### src/rtl/win_edge_detect.sv
module win_edge_detect #(
  parameter int W        = 8,
  parameter int SAMP_LOG = 14
) (
  input  logic         clk,
  input  logic         rst_n,
  input  logic         tap_step,
  input  logic         settle_done,
  input  logic         rd_valid,
  input  logic [W-1:0] rd_data,
  output logic         result_vld,
  output logic         mismatch,
  output logic         edge_det,
  output logic         stable,
  output logic [1:0]   stable_cnt
);
  localparam int N    = 1 << SAMP_LOG;
  localparam int AW   = SAMP_LOG + 1;
  localparam logic [AW-1:0] HALF = AW'(N / 2);
  localparam logic [SAMP_LOG-1:0] LAST = SAMP_LOG'(N - 1);

  logic                armed, done, have_prev;
  logic [SAMP_LOG-1:0] cnt;
  logic [AW-1:0]       acc [W];
  logic [W-1:0]        prev, avg;

  wire take  = armed && !done && rd_valid && !tap_step;
  wire final_s = take && (cnt == LAST);
  wire diff  = have_prev && (avg != prev);

  for (genvar b = 0; b < W; b++) begin : g_bit
    assign avg[b] = (acc[b] + AW'(rd_data[b])) >= HALF;
    always_ff @(posedge clk) begin
      if (!rst_n || tap_step) acc[b] <= '0;
      else if (take)          acc[b] <= acc[b] + AW'(rd_data[b]);
    end
  end

  always_ff @(posedge clk) begin
    if (!rst_n) begin
      armed <= 1'b0;
      done  <= 1'b0;
      cnt   <= '0;
    end else if (tap_step) begin
      armed <= 1'b0;
      done  <= 1'b0;
      cnt   <= '0;
    end else begin
      if (settle_done) armed <= 1'b1;
      if (take) cnt <= cnt + 1'b1;
      if (final_s) done <= 1'b1;
    end
  end

  always_ff @(posedge clk) begin
    if (!rst_n) begin
      result_vld <= 1'b0;
      mismatch   <= 1'b0;
      edge_det   <= 1'b0;
      stable     <= 1'b0;
      stable_cnt <= '0;
      prev       <= '0;
      have_prev  <= 1'b0;
    end else begin
      result_vld <= final_s;
      if (final_s) begin
        prev      <= avg;
        have_prev <= 1'b1;
        mismatch  <= diff;
        edge_det  <= diff && (stable_cnt == 2'd3);
        if (diff) begin
          stable_cnt <= 2'd0;
          stable     <= 1'b0;
        end else if (have_prev) begin
          if (stable_cnt != 2'd3) stable_cnt <= stable_cnt + 2'd1;
          stable <= (stable_cnt >= 2'd2);
        end
      end
    end
  end
endmodule


### config.mk
export PLATFORM = sky130hd
export DESIGN_NAME = win_edge_detect
export DESIGN_NICKNAME = d
export VERILOG_FILES = /design/src/rtl/win_edge_detect.sv
export SDC_FILE = /design/constraint.sdc
export NUM_CORES = 1
export LEC_CHECK = 0
export BUFFER_PORTS_ARGS = -buffer_cell sky130_fd_sc_hd__buf_4
export CORE_UTILIZATION = 45
export DETAILED_ROUTE_END_ITERATION = 12
export GPL_TIMING_DRIVEN = 0
export SETUP_SLACK_MARGIN = 0.4
export SYNTH_ARGS = -nofsm -noshare
export SYNTH_HDL_FRONTEND = slang
export SYNTH_SLANG_ARGS = --single-unit
### constraint.sdc
create_clock -name clk -period 4.22 [get_ports clk]
set_input_delay 0 -clock clk [delete_from_list [all_inputs] [get_ports clk]]
set_output_delay 0 -clock clk [all_outputs]
set_load 0.05 [all_outputs]
==> results.toml, run 1 <==
[synth]
synth_compound_area_share_pct = 4.74
synth_area_leaders = "edfxtp_1, xor2_1, dfxtp_1"
synth_seq_area_share_pct = 53.5
async_flop_share_pct = 0
ys_types = 53
synth_common_cells = "nor2_1, edfxtp_1, xor2_1"
synth_top_cell_area_share_pct = 45.6
synthesis.nets = 786
synth_edf_count = 120
ys.flop_type = "edfxtp_1"
netlist_area_um2 = 7900
syn_avg_cell_area_um2 = 10.5
postSynthCellCount = 753
synth_top_cell_by_area = "edfxtp_1"
synthSimpleGateAreaFrac_pct = 23.4
ys_seq_elements = 151
synthMuxAreaShare_pct = 0.253
yosysWarnings = 0
synth_adder_area_share_pct = 3.17
synthXorXnorAreaFrac_pct = 13.2
synth_top_family_by_area = "simple AND/OR/NAND/NOR gates"
yosysMostFrequentCell = "nor2_1"

[die]
fp.dieW_um = 135
core_area_um2 = 17200
row_count = 48
dieArea_um2 = 18100
die_height_um = 135
ios = 19
initial_core_util_pct = 45.8

[clock_tree]
cts_tree = "yes"
htree_levels = 4
post_cts_buffers = 0
clkTransAtPathRegs_ps = 60
cts_hold_buf = 5
cts_resized = 0
clock_path_buffers = 2
cts_made_buffers = 17
ctsRootBufferMaster = "clkbuf_16"
clkLatencyLatePin_ps = 420
cts_sinks = 151

[routing]
finalWirelength_um = 15800
drc = 0
wl_per_cell_um = 15.3
ant_nets = 0
vias = 5558
first_pass_iters = 4
drtIter0Drc = 306
viasPerCell = 5.38

[global_route]
grt_pass1_vias = 5529
track_usage_pct = 18.7
overflow = 0
antenna_found_initial = 0
grt_max_degree = 76
grt_pass1_wl_um = 26600

[finish]
finalNetCount = 829
diodes = 0
drive_gt1_share_pct = 7.91
stdcell_count = 1034
fin_util_pct = 51.8
area_growth_pct = 12.9
fin_area_um2 = 8920

[setup_path]
critPathMaxFanout = 5
cp.arrival_ps = 2920
worstSetupStartpoint = "acc[0][45]"
endpoint_kind = "flop"
cp_top_family = "compound AO/OA/AOI/OAI gates"
slowest_delay_ps = 360
critPathBufInv = 0
start_kind = "flop"
required_ps = 4550
crit_type = "flop to flop"
cp_cell_sequence = "ha_1 -> ha_1 -> and4_1 -> mux2i_1 -> mux2i_1 -> xnor2_1 -> o311a_1 -> nand4_2 -> a211o_2 -> o31ai_1"
cp_slowest_cell = "edfxtp_1"
r2r-start = "acc[0][45]"

[run_status]
status = "finished, final reports clean"

[placed_design]
portBuffers = 18
place_inst = 997
dp_hpwl_um = 10800
place_congestion = 0.749
place_area_um2 = 8350

[job]
maxCapViolations = 0

[pwr]
power_density_nw_per_um2 = 363
total_leakage_power_nw = 3.09
max-vdd-ir-drop_uv = 306
design_power_total_w = 0.00324

[timing]
final.setup.tns_ps = 0
rsz0062_at_grt = "false"
clock_skew_ps = 6.89
drv_slew = 0
period_minus_slack_ps = 2590
final_min_period_over_clock_period_pct = 61.3
hold_viol_final = 0
setup_viol = 0
relSlewSlack_pct = 54.2
fmax_ghz = 0.386
tightest_slew_ps = 686

[min_path]
holdCritPathClass = "input port to flop"
worstHoldStart = "rd_data[5]"
[registers in the layout, summed over array words and instances, names as in the netlist]
name        cells
cnt            14
armed           1
stable          1
acc           120
have_prev       1
mismatch        1
edge_det        1
prev            8
stable_cnt      2
result_vld      1
done            1
[per-stage QoR]
stage	hold slack [ps]	setup WS, ps
after floorplan	116	470
after global placement	207	-766
after detailed placement	213	1650
after CTS	13.5	1620
after global routing	28.9	1480
final	23.2	1630
[worst min-delay path, stage by stage]
cell    delay (ps)
buf_4           80
ha_1           120
and3_1         130
[cell usage in the layout (no fill, tap or decap), types with 5 or more instances in the layout]
cell type,count
nor2_1,144
edfxtp_1,120
xor2_1,71
nand2_1,59
nand3_1,54
xnor2_1,48
dfxtp_1,31
clkbuf_1,26
and3_1,26
nand4_1,23
a21oi_1,23
ha_1,20
buf_4,18
clkbuf_16,17
inv_1,15
o21ai_0,15
and4_1,12
or3_1,11
nor3_1,8
dlygate4sd3_1,5
[cell families (layout without fill, tap and decap cells)]
| kind of cell | after synthesis | in the layout |
|---|---|---|
| adders and majority gates | 20 | 20 |
| buffers and inverters | 37 | 93 |
| muxes | 2 | 2 |
| AOI/OAI and AO/OA | 59 | 59 |
| and+or+nand+nor | 365 | 365 |
| xor gates and xnor gates | 119 | 119 |
| DFF | 151 | 151 |
[layout make-up]
cell class,count,area [µm²]
buffer,21,81.3
fill,1518,8310
tap,225,282
inverter,16,65.1
sequential,151,4220
timing repair buffer,24,213
multi-input combinational,565,3530
clock inverter,6,53.8
clock buffer,26,469
[where the power goes]
| part | internal [W] | switching (W) | leakage (nW) |
|---|---|---|---|
| Sequential | 0.00166 | 0.0000588 | 1.59 |
| Clock | 0.000820 | 0.000563 | 0.257 |
| Combinational | 0.0000588 | 0.0000811 | 1.25 |
| Total | 0.00254 | 0.000703 | 3.09 |
[final timing paths]
path                        end  slack [ps]  cells after the start
hold / removal       acc[1][15]          20                      3
setup / recovery  stable_cnt[0]        1630                     10
setup reg to reg  stable_cnt[0]        1630                     10
hold reg to reg         prev[5]         460                      2
[metal layers]
layer  vias to the layer above  share of wire [%]  global-route usage [%]
li1                       2771                  -                       -
met1                      2688                 46                    23.1
met2                        71                 49                    31.8
met3                        28                3.1                    3.94
met4                         0                2.0                    8.11
met5                         -                  0                       0
Note: power is estimated with default switching activity, not from simulation.
==> inputs of run 2 (changes only) <==
ABC_AREA = 1   (was unset)
clock period = 2.4 ns   (was 4.22 ns; I/O delays follow)
==> run 2 against run 1 <==
Net effect:
- the run now ends with negative hold slack left
- cell count up 24%
- largest power group unchanged
- first-iteration DRC count rose by 19%
- clock power rose by 93%
- critical endpoint unchanged
- total power rose by 84%
- combinational power is 120% higher
- core utilization grew 5.5 points
- global-route usage increased by 0.72 points
- clock skew increased by 5.5 ps
- worst hold slack worse by 33 ps
- register-to-register slack got worse by 1200 ps
==> results.toml, run 2 <==
[run_status]
status = "finished with violations"
failed_checks = "negative hold slack"

[pwr]
intPower_w = 0.00450
power.net_switching_w = 0.00148
clkPwrFrac_pct = 44.6
power_frac_seq_pct = 50.3
swShare_pct = 24.7
power_density_nw_per_um2 = 599
total_leakage_power_nw = 3.62
max-vdd-ir-drop_uv = 459
p_comb_share_pct = 5.0

[finish]
ff_latch_area_um2 = 4230
regMostFlops = "acc"
stdcell_count = 1285
diodes = 0
multiInputGateArea_um2 = 3800
most-common-layout-cells = "nand2_1, nor2_1, inv_1"
largest_reg_flops = 120
drive_gt1_share_pct = 19.5
fill_cells = 1564
area_growth_pct = 23.3
layout_commonest_cell = "nand2_1"
finalNetCount = 1080
top_regs = "acc x120, cnt x14, prev x8"

[setup_path]
slowest_delay_ps = 390
critPathBufInv = 1
required_ps = 2740
cp_top_family = "simple AND/OR/NAND/NOR gates"
endpoint_kind = "flop"
critPathMaxFanout = 4
crit_type = "flop to flop"
cp.arrival_ps = 2350
cp_cell_sequence = "ha_4 -> ha_4 -> inv_4 -> nor3_4 -> nand3_1 -> nand2_1 -> nand2_2 -> nand2_2 -> nand2_1 -> nand2_1 -> nand2_2 -> nor2_4 -> nand3_2 -> nand2_2 -> nand2_1 -> nand2_1 -> nor2_1"
start_kind = "flop"
cpMostUsedCell = "nand2_1"
cp_slowest_cell = "edfxtp_1"

[timing]
relSlewSlack_pct = 33.6
hold_viol_final = 2
drv_slew = 0
fmax_ghz = 0.496
final.setup.tns_ps = 0
final_min_period_over_clock_period_pct = 84.1
rsz0062_at_grt = "true"
setup_viol = 0
tightest_slew_ps = 995
period_minus_slack_ps = 2020
clock_skew_ps = 12.3
fin_hold_ws_ps = -9.64
fin_ws_ps = 383

[placed_design]
dp_hpwl_um = 10700
place_inst = 1208
place_congestion = 0.778
portBuffers = 17
place_ws_ps = -112

[global_route]
met3_usage_pct = 4.77
grt_pass1_vias = 5903
use_met1_pct = 26.0
overflow = 0
grt_max_degree = 121
grt_pass1_wl_um = 27800
track_usage_pct = 19.5
top_usage_layer = "met2"
grtUsageMet2_pct = 31.6
antenna_found_initial = 0

[clock_tree]
cts_made_buffers = 17
clkTransAtPathRegs_ps = 70
cts_sinks = 151
clock_path_buffers = 2
clkLatencyLatePin_ps = 430
cts_tree = "yes"
htree_levels = 4
ctsRootBufferMaster = "clkbuf_16"

[synth]
ys.flop_type = "edfxtp_1"
synth_common_cells = "nand2_1, nor2_1, inv_1"
synth_area_leaders = "edfxtp_1, nand2_1, dfxtp_1"
synthesis.nets = 999
netlist_area_um2 = 8090
yosysMostFrequentCell = "nand2_1"
syn_avg_cell_area_um2 = 8.38
synth_top_cell_area_share_pct = 44.5
async_flop_share_pct = 0
ys_seq_elements = 151
postSynthCellCount = 966
yosysWarnings = 0
synth_seq_area_share_pct = 52.2
synth_top_cell_by_area = "edfxtp_1"
synth_edf_count = 120
ys_types = 32

[die]
dieArea_um2 = 18500
initial_core_util_pct = 46.5
die_height_um = 136
ios = 19
fp.dieW_um = 136
row_count = 48
core_area_um2 = 17400

[job]
maxCapViolations = 0

[routing]
finalWirelength_um = 17200
wl_per_cell_um = 13.4
viasPerCell = 5.02
ant_nets = 0
drc = 0
vias = 6450
first_pass_iters = 5
drtIter0Drc = 365

[min_path]
holdCritPathClass = "input port to flop"
==> run 2: cell count changes after synthesis, sizes merged, moves of 8 or more <==
cell and delta:
a21oi +53, and3 -26, o21ai +47, nand2 +138, or3 -12, xor2 -64, nor2 +25, xnor2 -40
nor3 +20, and4 -12, nand4 -9, inv +116, o21a +8
==> run 2: power groups by stage <==
stage | clock network, W | registers [W] | logic (W)
after global routing | 0.00282 | 0.00302 | 0.000344
after global placement | 0 | 0.00306 | 0.000229
final | 0.00267 | 0.00301 | 0.000302
after detailed placement | 0 | 0.00305 | 0.000232
after floorplan | 0 | 0.00303 | 0.000169
after CTS | 0.00273 | 0.00300 | 0.000282
==> run 2: worst paths after layout <==
check,from,to,slack (ps),cells past startpoint
worst max-delay path,acc[1][0],stable_cnt[0],380,17
worst min-delay path,rd_data[7],acc[1][45],-10,4
worst max register to register,acc[1][0],stable_cnt[0],380,17
worst min register to register,prev[2],prev[2],480,2
==> run 2: routing by layer <==
layer,vias to the layer above,share of wire [%]
li1,3399,-
met1,2962,48
met2,78,47
met3,11,3.5
met4,0,0.76
met5,-,0
==> run 2: per-stage QoR <==
step                hold slack (ps)  instance area [µm²]  utilization [%]  total power [W]
global route                   1.59                 9980             57.3          0.00619
detailed placement              226                 8520             48.9          0.00328
global placement                221                 8510             48.9          0.00328
finish                        -9.64                 9980             57.3          0.00598
floorplan                       129                 8100                -          0.00320
CTS                            2.67                 9650             55.4          0.00601
==> run 2: final cells by class <==
class,instances,share of cell area (%)
Buffer,15,0.778
Clock buffer,17,4.26
Clock inverter,15,1.57
Inverter,132,4.99
Multi-Input combinational cell,668,38.1
Sequential cell,151,42.4
Tap cell,225,2.82
Timing Repair Buffer,62,5.10
==> run 2: worst min-delay path, cell delays in order <==
cell and delay (ps):
buf_4 90, ha_4 110, inv_1 30, nor2_1 80
==> run 2: cells by family (layout without fill, tap and decap cells) <==
kind of cell	after synthesis	count (layout)	share of synthesized area, %
AOI/OAI and AO/OA	154	154	10.2
buffers and inverters	147	241	6.85
adders and majority gates	20	20	3.09
DFF	151	151	52.2
and+or+nand+nor	479	479	26.1
xor gates and xnor gates	15	15	1.62
==> run 2: timing repair <==
action | in CTS | in global routing
endpoints found under the setup margin | 108 | 55
buffers inserted | 23 | 11
gates resized for setup | 67 | 69
pin swaps | 30 | 41
hold buffers | 11 | 0
endpoints found under the hold margin | 17 | 0
==> inputs of run 3 (changes only) <==
clock period = 2 ns   (was 2.4 ns; I/O delays follow)
==> run 3 against run 2 <==
Net effect:
- the run ends with negative hold slack, negative setup slack left
- worst hold slack got worse by 96 ps
- count of clock-buffer cells in the layout grew 5
- maximum frequency fell by 4.3%
- sequential cell count stayed put
- register-to-register slack got worse by 490 ps
- combinational power increased by 83%
- core utilization grew 14 points
- global-route usage rose by 2.7 points
- cell count grew 7.3%
- sequential power up 20%
- via count rose by 15%
- critical endpoint is now stable
- largest power group unchanged
==> results.toml, run 3 (synthesized netlist as in run 2, its figures left out) <==
[run_status]
status = "finished with violations"
failed_checks = "negative hold slack, negative setup slack"

[timing]
fin_hold_ws_ps = -105
period_minus_slack_ps = 2110
rsz0062_at_grt = "true"
setup_viol = 5
drv_slew = 0
clock_skew_ps = 7.88
tightest_slew_ps = 1000
relSlewSlack_pct = 33.2
hold_viol_final = 7
fmax_ghz = 0.475
final_min_period_over_clock_period_pct = 105
fin_ws_ps = -107

[pwr]
power_density_nw_per_um2 = 592
max-vdd-ir-drop_uv = 668
total_leakage_power_nw = 4.45
design_power_total_w = 0.00730

[finish]
fill_cells = 1225
fin_util_pct = 70.8
top_regs = "acc x120, cnt x14, prev x8"
most-common-layout-cells = "nand2_1, edfxtp_1, inv_1"
area_growth_pct = 52.3
layout_commonest_cell = "nand2_1"
fin_area_um2 = 12300
regMostFlops = "acc"
ff_latch_area_um2 = 4230
diodes = 0
largest_reg_flops = 120
finalNetCount = 1174
drive_gt1_share_pct = 42.0
multiInputGateArea_um2 = 4910

[die]
dieArea_um2 = 18500
fp.dieW_um = 136
core_area_um2 = 17400
die_height_um = 136
row_count = 48
ios = 19
initial_core_util_pct = 46.5

[routing]
finalWirelength_um = 23000
drc = 0
dr_wl_met2_um = 11400
drtIter0Drc = 497
ant_nets = 0
first_pass_iters = 5
viasPerCell = 5.39
met1Wirelength_um = 9590
routed.top_layer = "met4"
vias = 7428
wl_met3_um = 1270
wl_per_cell_um = 16.7

[setup_path]
required_ps = 2370
r2r_slack_ps = -110
r2r-start = "acc[0][15]"
r2r_cells = 17
critPathMaxFanout = 4
r2r_end = "stable"
endpoint_kind = "flop"
cp.arrival_ps = 2480
crit_type = "flop to flop"
start_kind = "flop"

[global_route]
overflow = 0
grt_pass1_vias = 6546
grt_pass1_wl_um = 31500
antenna_found_initial = 0
grt_max_degree = 61
track_usage_pct = 22.1

[clock_tree]
cts_sinks = 151
ctsRootBufferMaster = "clkbuf_16"
htree_levels = 4
clkTransAtPathRegs_ps = 60
cts_tree = "yes"
clkLatencyLatePin_ps = 440
cts_made_buffers = 17
clock_path_buffers = 2

[min_path]
worstHoldStart = "rst_n"
holdCritPathClass = "input port to flop"
min_to = "stable_cnt[0]"
holdPathStages = 3

[placed_design]
place_congestion = 0.776
dp_hpwl_um = 11000
portBuffers = 17
place_ws_ps = -306
place_area_um2 = 8600

[job]
maxCapViolations = 0
## run 3: per-stage QoR
step,cells,hold slack [ps],TNS (ps)
2_1_floorplan,966,129,0
3_3_place_gp,1208,220,-22360
3_5_place_dp,1208,228,-24170
4_1_cts,1319,-118,-88.4
5_1_grt,1379,-95.9,-1590
6_report,1379,-105,-418
## run 3: how the worst max path moves through the flow
stage                           from             to  slack, ps  depth (start not counted)
final                     acc[0][15]         stable       -110                         17
after global routing      acc[1][30]         stable       -240                         15
after CTS                 acc[0][15]  stable_cnt[1]        -50                         18
after detailed placement        done     acc[0][15]       -310                          7
after global placement          done      acc[0][0]       -230                          7
after floorplan           acc[1][15]  stable_cnt[0]        160                         16
## run 3: cell type report
cell class / count / area share [%]
Tap cell: 225 / 2.28
Sequential cell: 151 / 34.3
Inverter: 132 / 4.35
Clock inverter: 10 / 0.852
Buffer: 15 / 2.53
Clock buffer: 22 / 3.60
Timing Repair Buffer: 150 / 12.2
Multi-Input combinational cell: 674 / 39.9
## run 3: what timing repair did
item,CTS,global route
hold buffers,7,1
setup endpoints to repair,259,203
setup buffers,67,45
gates cloned,5,14
gates resized for setup,334,201
pin swaps,115,98
hold endpoints to repair,15,9
## run 3: where the power goes
part / leakage [nW] / internal (W) / switching [W] / total (W)
clock network: 0.262 / 0.00182 / 0.00131 / 0.00313
registers: 1.59 / 0.00350 / 0.000119 / 0.00362
logic: 2.60 / 0.000216 / 0.000336 / 0.000552
total: 4.45 / 0.00554 / 0.00176 / 0.00730
## run 3: critical path, cell delays in order, from the launching register on
cell	delay, ps
edfxtp_1	410
ha_2	210
ha_4	170
nand2_4	80
inv_4	50
nand3_2	80
nor2_4	50
nand3_1	100
nand2_2	100
nand2_2	80
nand2_1	60
nand2_1	90
nand2_2	70
nor2_4	110
nand2_2	90
nand2_1	110
nand2_1	70
a21oi_1	110
## run 3: layer usage
layer	vias up	GRT usage (%)
met1	3535	29.0
met5	-	0
met3	63	4.29
met4	0	7.47
met2	212	36.5
li1	3618	-
